### src/rtl/feac_pkg.sv
package feac_pkg;
    localparam int CODE_W     = 6;
    localparam int WIN        = 10;
    localparam int CNT_W      = $clog2(WIN + 1);
    localparam int VALID_MIN  = 8;
    localparam int REMOVE_MIN = 3;
    localparam int ADDR_W     = 8;
    localparam logic [ADDR_W-1:0] REG_ADDR = 8'h13;

    typedef logic [CODE_W-1:0] code_t;
    typedef logic [CNT_W-1:0]  cnt_t;

    // register image, bit 7 down to bit 0
    typedef struct packed {
        logic [2:0] spare;
        logic       code_up;
        logic       rem_en;
        logic       rem_st;
        logic       val_en;
        logic       val_st;
    } ctl_reg_t;

    typedef struct packed {
        logic validate;
        logic remove;
    } feac_evt_t;

    function automatic logic at_least(input cnt_t cnt, input int limit);
        return int'(cnt) >= limit;
    endfunction
endpackage

### src/rtl/feac_window.sv
module feac_window
    import feac_pkg::*;
#(
    parameter int CW = CODE_W,
    parameter int WN = WIN,
    parameter int NW = CNT_W
) (
    input  logic          clk,
    input  logic          rst,
    input  logic          stb,
    input  logic [CW-1:0] code_in,
    input  logic [CW-1:0] ref_code,
    output logic [NW-1:0] match_cnt,
    output logic [NW-1:0] diff_cnt
);
    logic [CW-1:0] hist     [WN];
    logic [WN-1:0] fill;
    logic [CW-1:0] win_code [WN];
    logic [WN-1:0] win_fill;

    // window as it will be after this strobe: incoming word in slot 0
    assign win_code[0] = code_in;
    assign win_fill[0] = 1'b1;
    for (genvar g = 1; g < WN; g++) begin : g_slot
        assign win_code[g] = hist[g-1];
        assign win_fill[g] = fill[g-1];
    end

    always_ff @(posedge clk) begin
        if (rst) begin
            fill <= '0;
            for (int i = 0; i < WN; i++) hist[i] <= '0;
        end else if (stb) begin
            fill <= win_fill;
            for (int i = 0; i < WN; i++) hist[i] <= win_code[i];
        end
    end

    always_comb begin
        match_cnt = '0;
        diff_cnt  = '0;
        for (int i = 0; i < WN; i++) begin
            if (win_fill[i]) begin
                if (win_code[i] == code_in)  match_cnt = match_cnt + NW'(1);
                if (win_code[i] != ref_code) diff_cnt  = diff_cnt + NW'(1);
            end
        end
    end


    win_cap_chk: assert property (@(posedge clk) disable iff (rst)
        !fill[0] |-> (match_cnt == NW'(1)));
endmodule

### src/rtl/feac_decide.sv
module feac_decide
    import feac_pkg::*;
#(
    parameter int CW   = CODE_W,
    parameter int NW   = CNT_W,
    parameter int VMIN = VALID_MIN,
    parameter int RMIN = REMOVE_MIN
) (
    input  logic          clk,
    input  logic          rst,
    input  logic          stb,
    input  logic [CW-1:0] code_in,
    input  logic [NW-1:0] match_cnt,
    input  logic [NW-1:0] diff_cnt,
    output logic          code_up,
    output logic [CW-1:0] code_held,
    output feac_evt_t     evt
);
    logic seen;

    always_comb begin
        evt.validate = stb && at_least(match_cnt, VMIN)
                       && (!seen || code_in != code_held);
        evt.remove   = stb && code_up && at_least(diff_cnt, RMIN);
    end

    always_ff @(posedge clk) begin
        if (rst) begin
            code_up   <= 1'b0;
            code_held <= '0;
            seen      <= 1'b0;
        end else if (evt.validate) begin
            code_up   <= 1'b1;
            code_held <= code_in;
            seen      <= 1'b1;
        end else if (evt.remove) begin
            code_up   <= 1'b0;
        end
    end


    validate_up_chk: assert property (@(posedge clk) disable iff (rst)
        evt.validate |=> (code_up && code_held == $past(code_in)));

    remove_down_chk: assert property (@(posedge clk) disable iff (rst)
        (evt.remove && !evt.validate) |=> (!code_up && $stable(code_held)));

    held_stable_chk: assert property (@(posedge clk) disable iff (rst)
        !stb |=> ($stable(code_held) && $stable(code_up)));
endmodule

### src/rtl/feac_regs.sv
module feac_regs
    import feac_pkg::*;
#(
    parameter int AW = ADDR_W,
    parameter logic [AW-1:0] RADDR = REG_ADDR
) (
    input  logic          clk,
    input  logic          rst,
    input  logic [AW-1:0] addr,
    input  logic          rd_en,
    input  logic          wr_en,
    input  logic [7:0]    wr_data,
    input  logic          code_up,
    input  feac_evt_t     evt,
    output logic [7:0]    rd_data,
    output logic          irq
);
    logic     hit_rd, hit_wr;
    logic     val_st, rem_st, val_en, rem_en;
    ctl_reg_t image, wr_img;
    logic     unused_wr_bits;

    assign hit_rd = rd_en && (addr == RADDR);
    assign hit_wr = wr_en && (addr == RADDR);
    assign wr_img = ctl_reg_t'(wr_data);
    assign unused_wr_bits = ^{wr_img.spare, wr_img.code_up, wr_img.rem_st, wr_img.val_st};

    always_ff @(posedge clk) begin
        if (rst) begin
            val_st <= 1'b0;
            rem_st <= 1'b0;
            val_en <= 1'b0;
            rem_en <= 1'b0;
        end else begin
            val_st <= evt.validate | (val_st & ~hit_rd);
            rem_st <= evt.remove   | (rem_st & ~hit_rd);
            if (hit_wr) begin
                val_en <= wr_img.val_en;
                rem_en <= wr_img.rem_en;
            end
        end
    end

    always_comb begin
        image         = '0;
        image.code_up = code_up;
        image.rem_en  = rem_en;
        image.rem_st  = rem_st;
        image.val_en  = val_en;
        image.val_st  = val_st;
        rd_data       = hit_rd ? 8'(image) : 8'h00;
    end

    assign irq = (val_st & val_en) | (rem_st & rem_en);


    set_wins_chk: assert property (@(posedge clk) disable iff (rst)
        evt.validate |=> val_st);

    stat_hold_chk: assert property (@(posedge clk) disable iff (rst)
        (val_st && !hit_rd) |=> val_st);

    stat_clear_chk: assert property (@(posedge clk) disable iff (rst)
        (hit_rd && !evt.remove) |=> !rem_st);

    irq_mask_chk: assert property (@(posedge clk) disable iff (rst)
        (!val_en && !rem_en) |-> !irq);

    spare_zero_chk: assert property (@(posedge clk) disable iff (rst)
        rd_data[7:5] == 3'b000);
endmodule

### src/rtl/feac_monitor.sv
module feac_monitor
    import feac_pkg::*;
(
    input  logic              clk,
    input  logic              rst,
    input  logic              code_stb,
    input  logic [CODE_W-1:0] code_in,
    input  logic [ADDR_W-1:0] addr,
    input  logic              rd_en,
    input  logic              wr_en,
    input  logic [7:0]        wr_data,
    output logic [7:0]        rd_data,
    output logic              irq,
    output logic [CODE_W-1:0] valid_code
);
    cnt_t      match_cnt, diff_cnt;
    logic      code_up;
    feac_evt_t evt;

    feac_window #(.CW(CODE_W), .WN(WIN), .NW(CNT_W)) u_window (
        .clk(clk), .rst(rst), .stb(code_stb), .code_in(code_in),
        .ref_code(valid_code), .match_cnt(match_cnt), .diff_cnt(diff_cnt)
    );

    feac_decide #(.CW(CODE_W), .NW(CNT_W), .VMIN(VALID_MIN), .RMIN(REMOVE_MIN)) u_decide (
        .clk(clk), .rst(rst), .stb(code_stb), .code_in(code_in),
        .match_cnt(match_cnt), .diff_cnt(diff_cnt),
        .code_up(code_up), .code_held(valid_code), .evt(evt)
    );

    feac_regs #(.AW(ADDR_W), .RADDR(REG_ADDR)) u_regs (
        .clk(clk), .rst(rst), .addr(addr), .rd_en(rd_en), .wr_en(wr_en),
        .wr_data(wr_data), .code_up(code_up), .evt(evt),
        .rd_data(rd_data), .irq(irq)
    );
endmodule

### config.mk
export PLATFORM = sky130hd
export DESIGN_NAME = feac_monitor
export DESIGN_NICKNAME = d
export VERILOG_FILES = /design/src/rtl/feac_pkg.sv /design/src/rtl/feac_window.sv /design/src/rtl/feac_decide.sv /design/src/rtl/feac_regs.sv /design/src/rtl/feac_monitor.sv
export SDC_FILE = /design/constraint.sdc
export NUM_CORES = 1
export LEC_CHECK = 0
export ABC_AREA = 1
export BUFFER_PORTS_ARGS = -buffer_cell sky130_fd_sc_hd__buf_4
export CORE_MARGIN = 1
export CORE_UTILIZATION = 40
export DETAILED_ROUTE_END_ITERATION = 10
export GPL_TIMING_DRIVEN = 1
export PLACE_DENSITY = 0.59
export SLEW_MARGIN = 30
export SYNTH_ARGS = -nofsm -noshare
export SYNTH_HDL_FRONTEND = slang
export SYNTH_SLANG_ARGS = --single-unit
### constraint.sdc
create_clock -name clk -period 6.5 [get_ports clk]
set_clock_uncertainty 0.15 [all_clocks]
set_input_delay 0.325 -clock clk [delete_from_list [all_inputs] [get_ports clk]]
set_output_delay 0.325 -clock clk [all_outputs]
set_load 0.05 [all_outputs]
==> results of run 1 <==
## path summary, 6_finish.rpt
| path | start | endpoint | slack, ns |
|---|---|---|---|
| max | u_decide.code_held[0] | u_decide.code_up | 0.67 |
| max reg2reg | u_decide.code_held[0] | u_decide.code_up | 0.67 |
| min | rst | u_regs.rem_st | 0.08 |
| min reg2reg | u_decide.seen | u_decide.seen | 0.31 |
## layout make-up
type,count,share of cell area [%]
multi-input combinational,628,47.83
sequential,75,31.15
inverter,134,7.783
timing repair buffer,43,4.922
clock buffer,14,4.674
tap,180,3.434
clock inverter,2,0.2098
## Yosys cell counts (2+ instances only)
library cell / n
nand4_1: 12
nand3_2: 5
buf_4: 7
nor2_2: 3
clkinv_1: 4
nand3b_1: 5
xor2_1: 18
nor3_2: 3
nor3_1: 6
nor2_1: 132
nand2_1: 242
ha_1: 14
o22ai_1: 41
o2111ai_1: 2
and2_1: 3
clkbuf_1: 6
inv_1: 117
inv_2: 10
inv_4: 3
dfxtp_1: 21
a211oi_1: 4
nand2_2: 18
nor4_1: 7
nand3_1: 67
edfxtp_1: 54
or2_2: 3
buf_2: 8
o21ai_0: 8
nand2_4: 3
a2111oi_0: 2
buf_6: 6
xnor2_1: 3
a21oi_1: 11
o21ai_1: 2
## worst register-to-register path, delay by kind of cell, from the launching register on
family | cells | cell delay, ns
AO/OA/AOI/OAI | 3 | 0.33
adder cells (fa/ha/maj) | 5 | 1.18
XOR/XNOR | 3 | 0.61
AND/OR/NAND/NOR | 24 | 2.67
flip-flops | 1 | 0.45
buffers and inverters | 5 | 0.36
## kinds of logic after synthesis
group | after synthesis
other | 1
AOI/OAI and AO/OA | 76
and+or+nand+nor | 513
adders and majority gates | 14
xor gates and xnor gates | 22
DFF | 75
buffers and inverters | 161
## power groups by stage
stage,sequential [mW],combinational [mW],clock (mW)
2_1_floorplan,0.563,0.172,0
3_3_place_gp,0.567,0.222,0
3_5_place_dp,0.568,0.223,0
4_1_cts,0.558,0.223,0.529
5_1_grt,0.562,0.256,0.546
6_report,0.558,0.224,0.527
## routing by layer
metal	up-vias	track usage [%]
met1	2390	30.35
met4	0	7.154
li1	2838	-
met3	14	2.445
met2	152	35.32
met5	-	0
## cell usage in the layout, fill, tap and decap left out, types with 6 or more instances in the layout
cell type  Yosys  final
nand2_2       18     20
nor3_1         6      6
o22ai_1       41     41
o21ai_0        8      8
nand3_1       67     67
a21oi_1       11     11
nand2_1      242    240
clkbuf_16      0     11
ha_1          14     14
nor2_1       132    132
inv_1        117    117
nand4_1       12     12
inv_2         10     10
buf_4          7     43
xor2_1        18     18
edfxtp_1      54     54
dfxtp_1       21     20
nor4_1         7      7
## state kept, by name (all words and copies together) (netlist names)
| name | cells |
|---|---|
| u_decide.code_held | 6 |
| u_decide.code_up | 1 |
| u_decide.seen | 1 |
| u_regs.rem_en | 1 |
| u_regs.rem_st | 1 |
| u_regs.val_en | 1 |
| u_regs.val_st | 1 |
| u_window.fill | 9 |
| u_window.hist | 54 |
## timing repair
item                                    CTS  global route
endpoints found under the setup margin    0             1
buffers inserted                          0             0
resized for setup                         0             1
==> qor.csv, run 1 <==
stage;metric;value;unit
outcome;status;completed;
detailed_routing;ant_nets;0;
layout;drive_above_1_share;12.61;%
layout;regArea;2043;um^2
timing;finalCriticalPeriod;5.829;ns
worst_hold_path;min_path_type;input pin to register;
timing;worst_pin_slew;0.8276;ns
detailed_routing;route.vias.total;5394;
pwr;p_int;0.9417;mW
pwr;vdd_drop_max;0.1509;mV
yosys;seq_area_frac_synth;34.85;%
global_route;overflow;0;
cts;cts_tree;yes;
place;place_area;6237;um^2
cts;worstSkewPairLatency;0.34;ns
floorplan;die_width;123.0;um
layout;multi_input_area;3137;um^2
detailed_routing;finalWirelength;15470;um
yosys;synth-seq-cells;75;
yosys;synth_xor_area_share;3.545;%
place;dp_cells;1060;
timing;fin_crit_sh;89.68;%
setup_path;cp-end-kind;register;
setup_path;startpoint_type;register;
detailed_routing;route.met2.wl;6961;um
cts;cts_buffers;9;
yosys;synth.top_cells.by_area;edfxtp_1, nand2_1, nor2_1;
pwr;power.switching;0.3681;mW
global_route;grt_pass1_vias;4896;
place;pre_cts_ws;0.4291;ns
detailed_routing;wl_met1;7477;um
cts;cts_hold_buf;0;
yosys;synth_flop_cell;edfxtp_1;
pwr;p_comb_share;17.1;%
yosys;yosysTopAreaCellShare;27.67;%
timing;setup_viol;0;
pwr;powerDensity;199.7;nW/um^2
setup_path;cp.depth;40;
setup_path;worstSetupPathType;register to register;
timing;worst_slack;0.6711;ns
layout;stdcell_area;6559;um^2
floorplan;pin_count;42;
timing;maxSlewHeadroom;44.32;%
yosys;synth_area_per_cell;6.797;um^2
worst_hold_path;worstHoldPathCells;2;
timing;slew_viol_final;0;
pwr;seqPwrFrac;42.6;%
yosys;muxShareOfSynthArea;0;%
place;io_buffers;32;
cts;cts-root-buf;clkbuf_16;
place;place_hpwl;11680;um
yosys;synth_fa_ha_area_share;2.990;%
pwr;p_total;1.310;mW
setup_path;cpMostUsedCell;nand2_1;
layout;final_core_util;46.53;%
global_route;grt_pass1_wl;25210;um
detailed_routing;routedWlPerCell;14.38;um
yosys;yosysUniqueCellTypes;46;
global_route;antenna_found_initial;0;
yosys;synth-edff-count;54;
setup_path;cp_data_required_time;6.58;ns
job;drv_cap;0;
yosys;synth-simple-area-share;38.63;%
timing;rsz0062_at_grt;no;
setup_path;crit_buf_inv;5;
detailed_routing;vias_per_cell;5.013;
detailed_routing;wl_met3;770;um
detailed_routing;drc;0;
layout;final_nets;932;
floorplan;start_util;41.57;%
cts;cts_sinks;75;
timing;hold_viol_final;0;
layout;stdcell_count;1076;
detailed_routing;drt_first_iter_violations;499;
cts;htree_num_levels;3;
global_route;grt_max_degree;41;
cts;cts.path.max_buffers;2;
yosys;netlist_instances;862;
setup_path;cp_top_family;simple AND/OR/NAND/NOR gates;
place;gp_congestion;0.8510;
yosys;synth_compound_area_share;8.093;%
floorplan;core-area;14100;um^2
setup_path;reg2regPathDepth;40;
layout;num_antenna_cells;0;
pwr;clockPowerShare;40.3;%
global_route;track_usage;21.83;%
detailed_routing;dr.pass1.iters;5;
setup_path;cpMaxStageDelayCell;dfxtp_2;
floorplan;die_height;123.0;um
timing;fmax;171.6;MHz
yosys;netlist_area;5859;um^2
layout;fillers;1456;
pwr;p_leak;3.132;nW
floorplan;fp.dieArea;15140;um^2
floorplan;rows;43;
yosys;synth_warnings;0;
cts;cts.reportedPaths.clkPinSlew;0.06;ns
pwr;switching_share;28.10;%
timing;holdWs;0.07502;ns
setup_path;cp_max_fo;8;
timing;finalSetupTns;0;ns
setup_path;cp_slowest_stage_delay;0.45;ns
yosys;yosysTopAreaCell;edfxtp_1;
setup_path;cp.arrival;5.91;ns
layout;area_delta_synth_final;11.94;%
yosys;synth_top_family_by_area;simple AND/OR/NAND/NOR gates;
detailed_routing;top_layer;met4;
yosys;async_reset_ff_share;0;%
No activity file was read; power rests on OpenSTA's default activity.
==> run 2, diff against run 1 <==
--- a/config.mk
+++ b/config.mk
@@ -11,7 +11,6 @@
 export CORE_UTILIZATION = 40
 export DETAILED_ROUTE_END_ITERATION = 10
 export GPL_TIMING_DRIVEN = 1
-export PLACE_DENSITY = 0.59
 export SLEW_MARGIN = 30
 export SYNTH_ARGS = -nofsm -noshare
 export SYNTH_HDL_FRONTEND = slang
==> run 2 against run 1 <==
  * Flip-flop and latch count stayed put
  * Global-route usage is 0.31 points lower
  * Sequential power hardly changed
  * Non-clock buffer count is 1 lower
  * Setup slack worse by 0.075 ns
  * Critical path depth stayed put
  * Routed wire length is 1.5% lower
  * Design area is 0.80% lower
  * Highest routed layer unchanged
  * Fmax is 1.3% lower
  * Sequential share of layout area is 0.25 points higher
  * Count of clock-buffer cells in the layout stayed put
==> qor.csv, run 2 (synthesis results as in run 1) <==
stage;metric;value;unit
worst_hold_path;whs_endpoint;u_regs.rem_st;
floorplan;rows;43;
setup_path;cpMaxStageDelayCell;dfxtp_2;
layout;final_core_util;46.16;%
worst_hold_path;worstHoldPathCells;2;
layout;regArea;2043;um^2
outcome;status;completed;
worst_hold_path;min_path_type;input pin to register;
detailed_routing;vias_per_cell;5.050;
pwr;p_leak;3.103;nW
detailed_routing;finalWirelength;15240;um
setup_path;reg2regPathDepth;40;
detailed_routing;drt_first_iter_violations;473;
floorplan;die_height;123.0;um
floorplan;fp.dieArea;15140;um^2
detailed_routing;route.vias.total;5429;
timing;hold_viol_final;0;
setup_path;r2r_start;u_decide.code_held[0];
cts;cts_buffers;9;
floorplan;start_util;41.57;%
layout;final_nets;931;
layout;largest_register;u_window.hist;
setup_path;startpoint_type;register;
setup_path;cp_slowest_stage_delay;0.48;ns
job;drv_cap;0;
layout;num_antenna_cells;0;
global_route;track_usage;21.53;%
floorplan;die_width;123.0;um
setup_path;cp-end-kind;register;
setup_path;cpMostUsedCell;nand2_1;
cts;cts_sinks;75;
global_route;antenna_found_initial;0;
layout;fillers;1448;
place;place_hpwl;11520;um
pwr;powerDensity;192.1;nW/um^2
detailed_routing;drc;0;
pwr;vdd_drop_max;0.1423;mV
detailed_routing;routedWlPerCell;14.17;um
setup_path;cp.arrival;5.98;ns
global_route;grt_pass1_vias;5009;
layout;multi_input_area;3137;um^2
setup_path;cp_data_required_time;6.57;ns
timing;maxSlewHeadroom;38.77;%
timing;finalSetupTns;0;ns
cts;cts.path.max_buffers;2;
place;gp_congestion;0.8723;
timing;worst_pin_slew;0.9101;ns
timing;fin_crit_sh;90.83;%
timing;setup_viol;0;
layout;mostFrequentLayoutCell;nand2_1;
setup_path;r2r_setup_slack;0.60;ns
timing;finalCriticalPeriod;5.904;ns
layout;reg_top3;u_window.hist x54, u_window.fill x9, u_decide.code_held x6;
cts;worstSkewPairLatency;0.34;ns
place;io_buffers;32;
cts;cts_tree;yes;
global_route;grt_max_degree;41;
worst_hold_path;holdCritStartpoint;rst;
floorplan;core-area;14100;um^2
timing;fmax;169.4;MHz
layout;area_delta_synth_final;11.04;%
detailed_routing;dr.pass1.iters;5;
timing;rsz0062_at_grt;no;
timing;slew_viol_final;0;
floorplan;pin_count;42;
cts;cts.reportedPaths.clkPinSlew;0.06;ns
cts;cts-root-buf;clkbuf_16;
setup_path;cp_max_fo;12;
layout;final_cell_mix;nand2_1, nor2_1, inv_1;
layout;drive_above_1_share;12.18;%
global_route;overflow;0;
cts;htree_num_levels;3;
layout;largest_reg_flops;54;
detailed_routing;ant_nets;0;
setup_path;worstSetupPathType;register to register;
setup_path;r2r_end;u_decide.code_up;
global_route;grt_pass1_wl;25030;um
-- run 2: layout make-up --
type | instances | share of cell area [%]
timing repair buffer | 42 | 4.846
sequential | 75 | 31.40
tap | 180 | 3.462
multi-input combinational | 628 | 48.21
clock inverter | 2 | 0.1538
clock buffer | 14 | 4.077
inverter | 134 | 7.846
-- run 2: power breakdown --
group / leakage [nW] / internal, mW / total [mW] / switching (mW)
Sequential: 0.768 / 0.538 / 0.558 / 0.0203
Combinational: 2.20 / 0.0772 / 0.225 / 0.148
Clock: 0.136 / 0.281 / 0.467 / 0.186
-- run 2: worst max-delay path by stage --
stage | slack, ns | cells after the start | start | end
CTS | 0.37 | 40 | u_decide.code_held[0] | u_decide.code_up
floorplan | 0.75 | 40 | u_decide.code_held[0] | u_decide.code_up
global route | 0.04 | 40 | u_decide.code_held[0] | u_decide.code_up
finish | 0.60 | 40 | u_decide.code_held[0] | u_decide.code_up
detailed placement | 0.39 | 40 | u_decide.code_held[0] | u_decide.code_up
global placement | 0.46 | 40 | u_decide.code_held[0] | u_decide.code_up
-- run 2: through the flow --
stage	hold slack [ns]	cells	instance area, um^2	total power, mW	setup WS, ns
3_3_place_gp	0.2970	1059	6230	0.7894	0.4590
3_5_place_dp	0.2984	1059	6230	0.7895	0.3927
6_report	0.07412	1075	6506	1.250	0.5962
2_1_floorplan	0.2801	864	5867	0.7342	0.7476
5_1_grt	0.09204	1075	6506	1.309	0.04314
4_1_cts	0.07763	1075	6505	1.257	0.3745
-- run 2: what timing repair did --
item	4_1_cts	5_1_grt
endpoints found under the setup margin	0	2
setup buffers	0	0
hold buffers	0	0
gates resized for setup	0	1
-- run 2: critical path: cells and delay by family, from the launching register on --
kind / cells / cell delay (ns)
fa+ha+maj: 5 / 1.18
flops: 1 / 0.48
xor+xnor: 3 / 0.60
buf+inv: 5 / 0.37
compound gates: 3 / 0.32
simple gates: 24 / 2.69
-- run 2: per-layer routing --
metal,vias up,track usage [%],part of all wire (%)
met3,22,2.260,5.0
met4,0,7.304,2.1
met1,2436,29.54,48
met2,142,35.29,45
met5,-,0,0
li1,2829,-,-
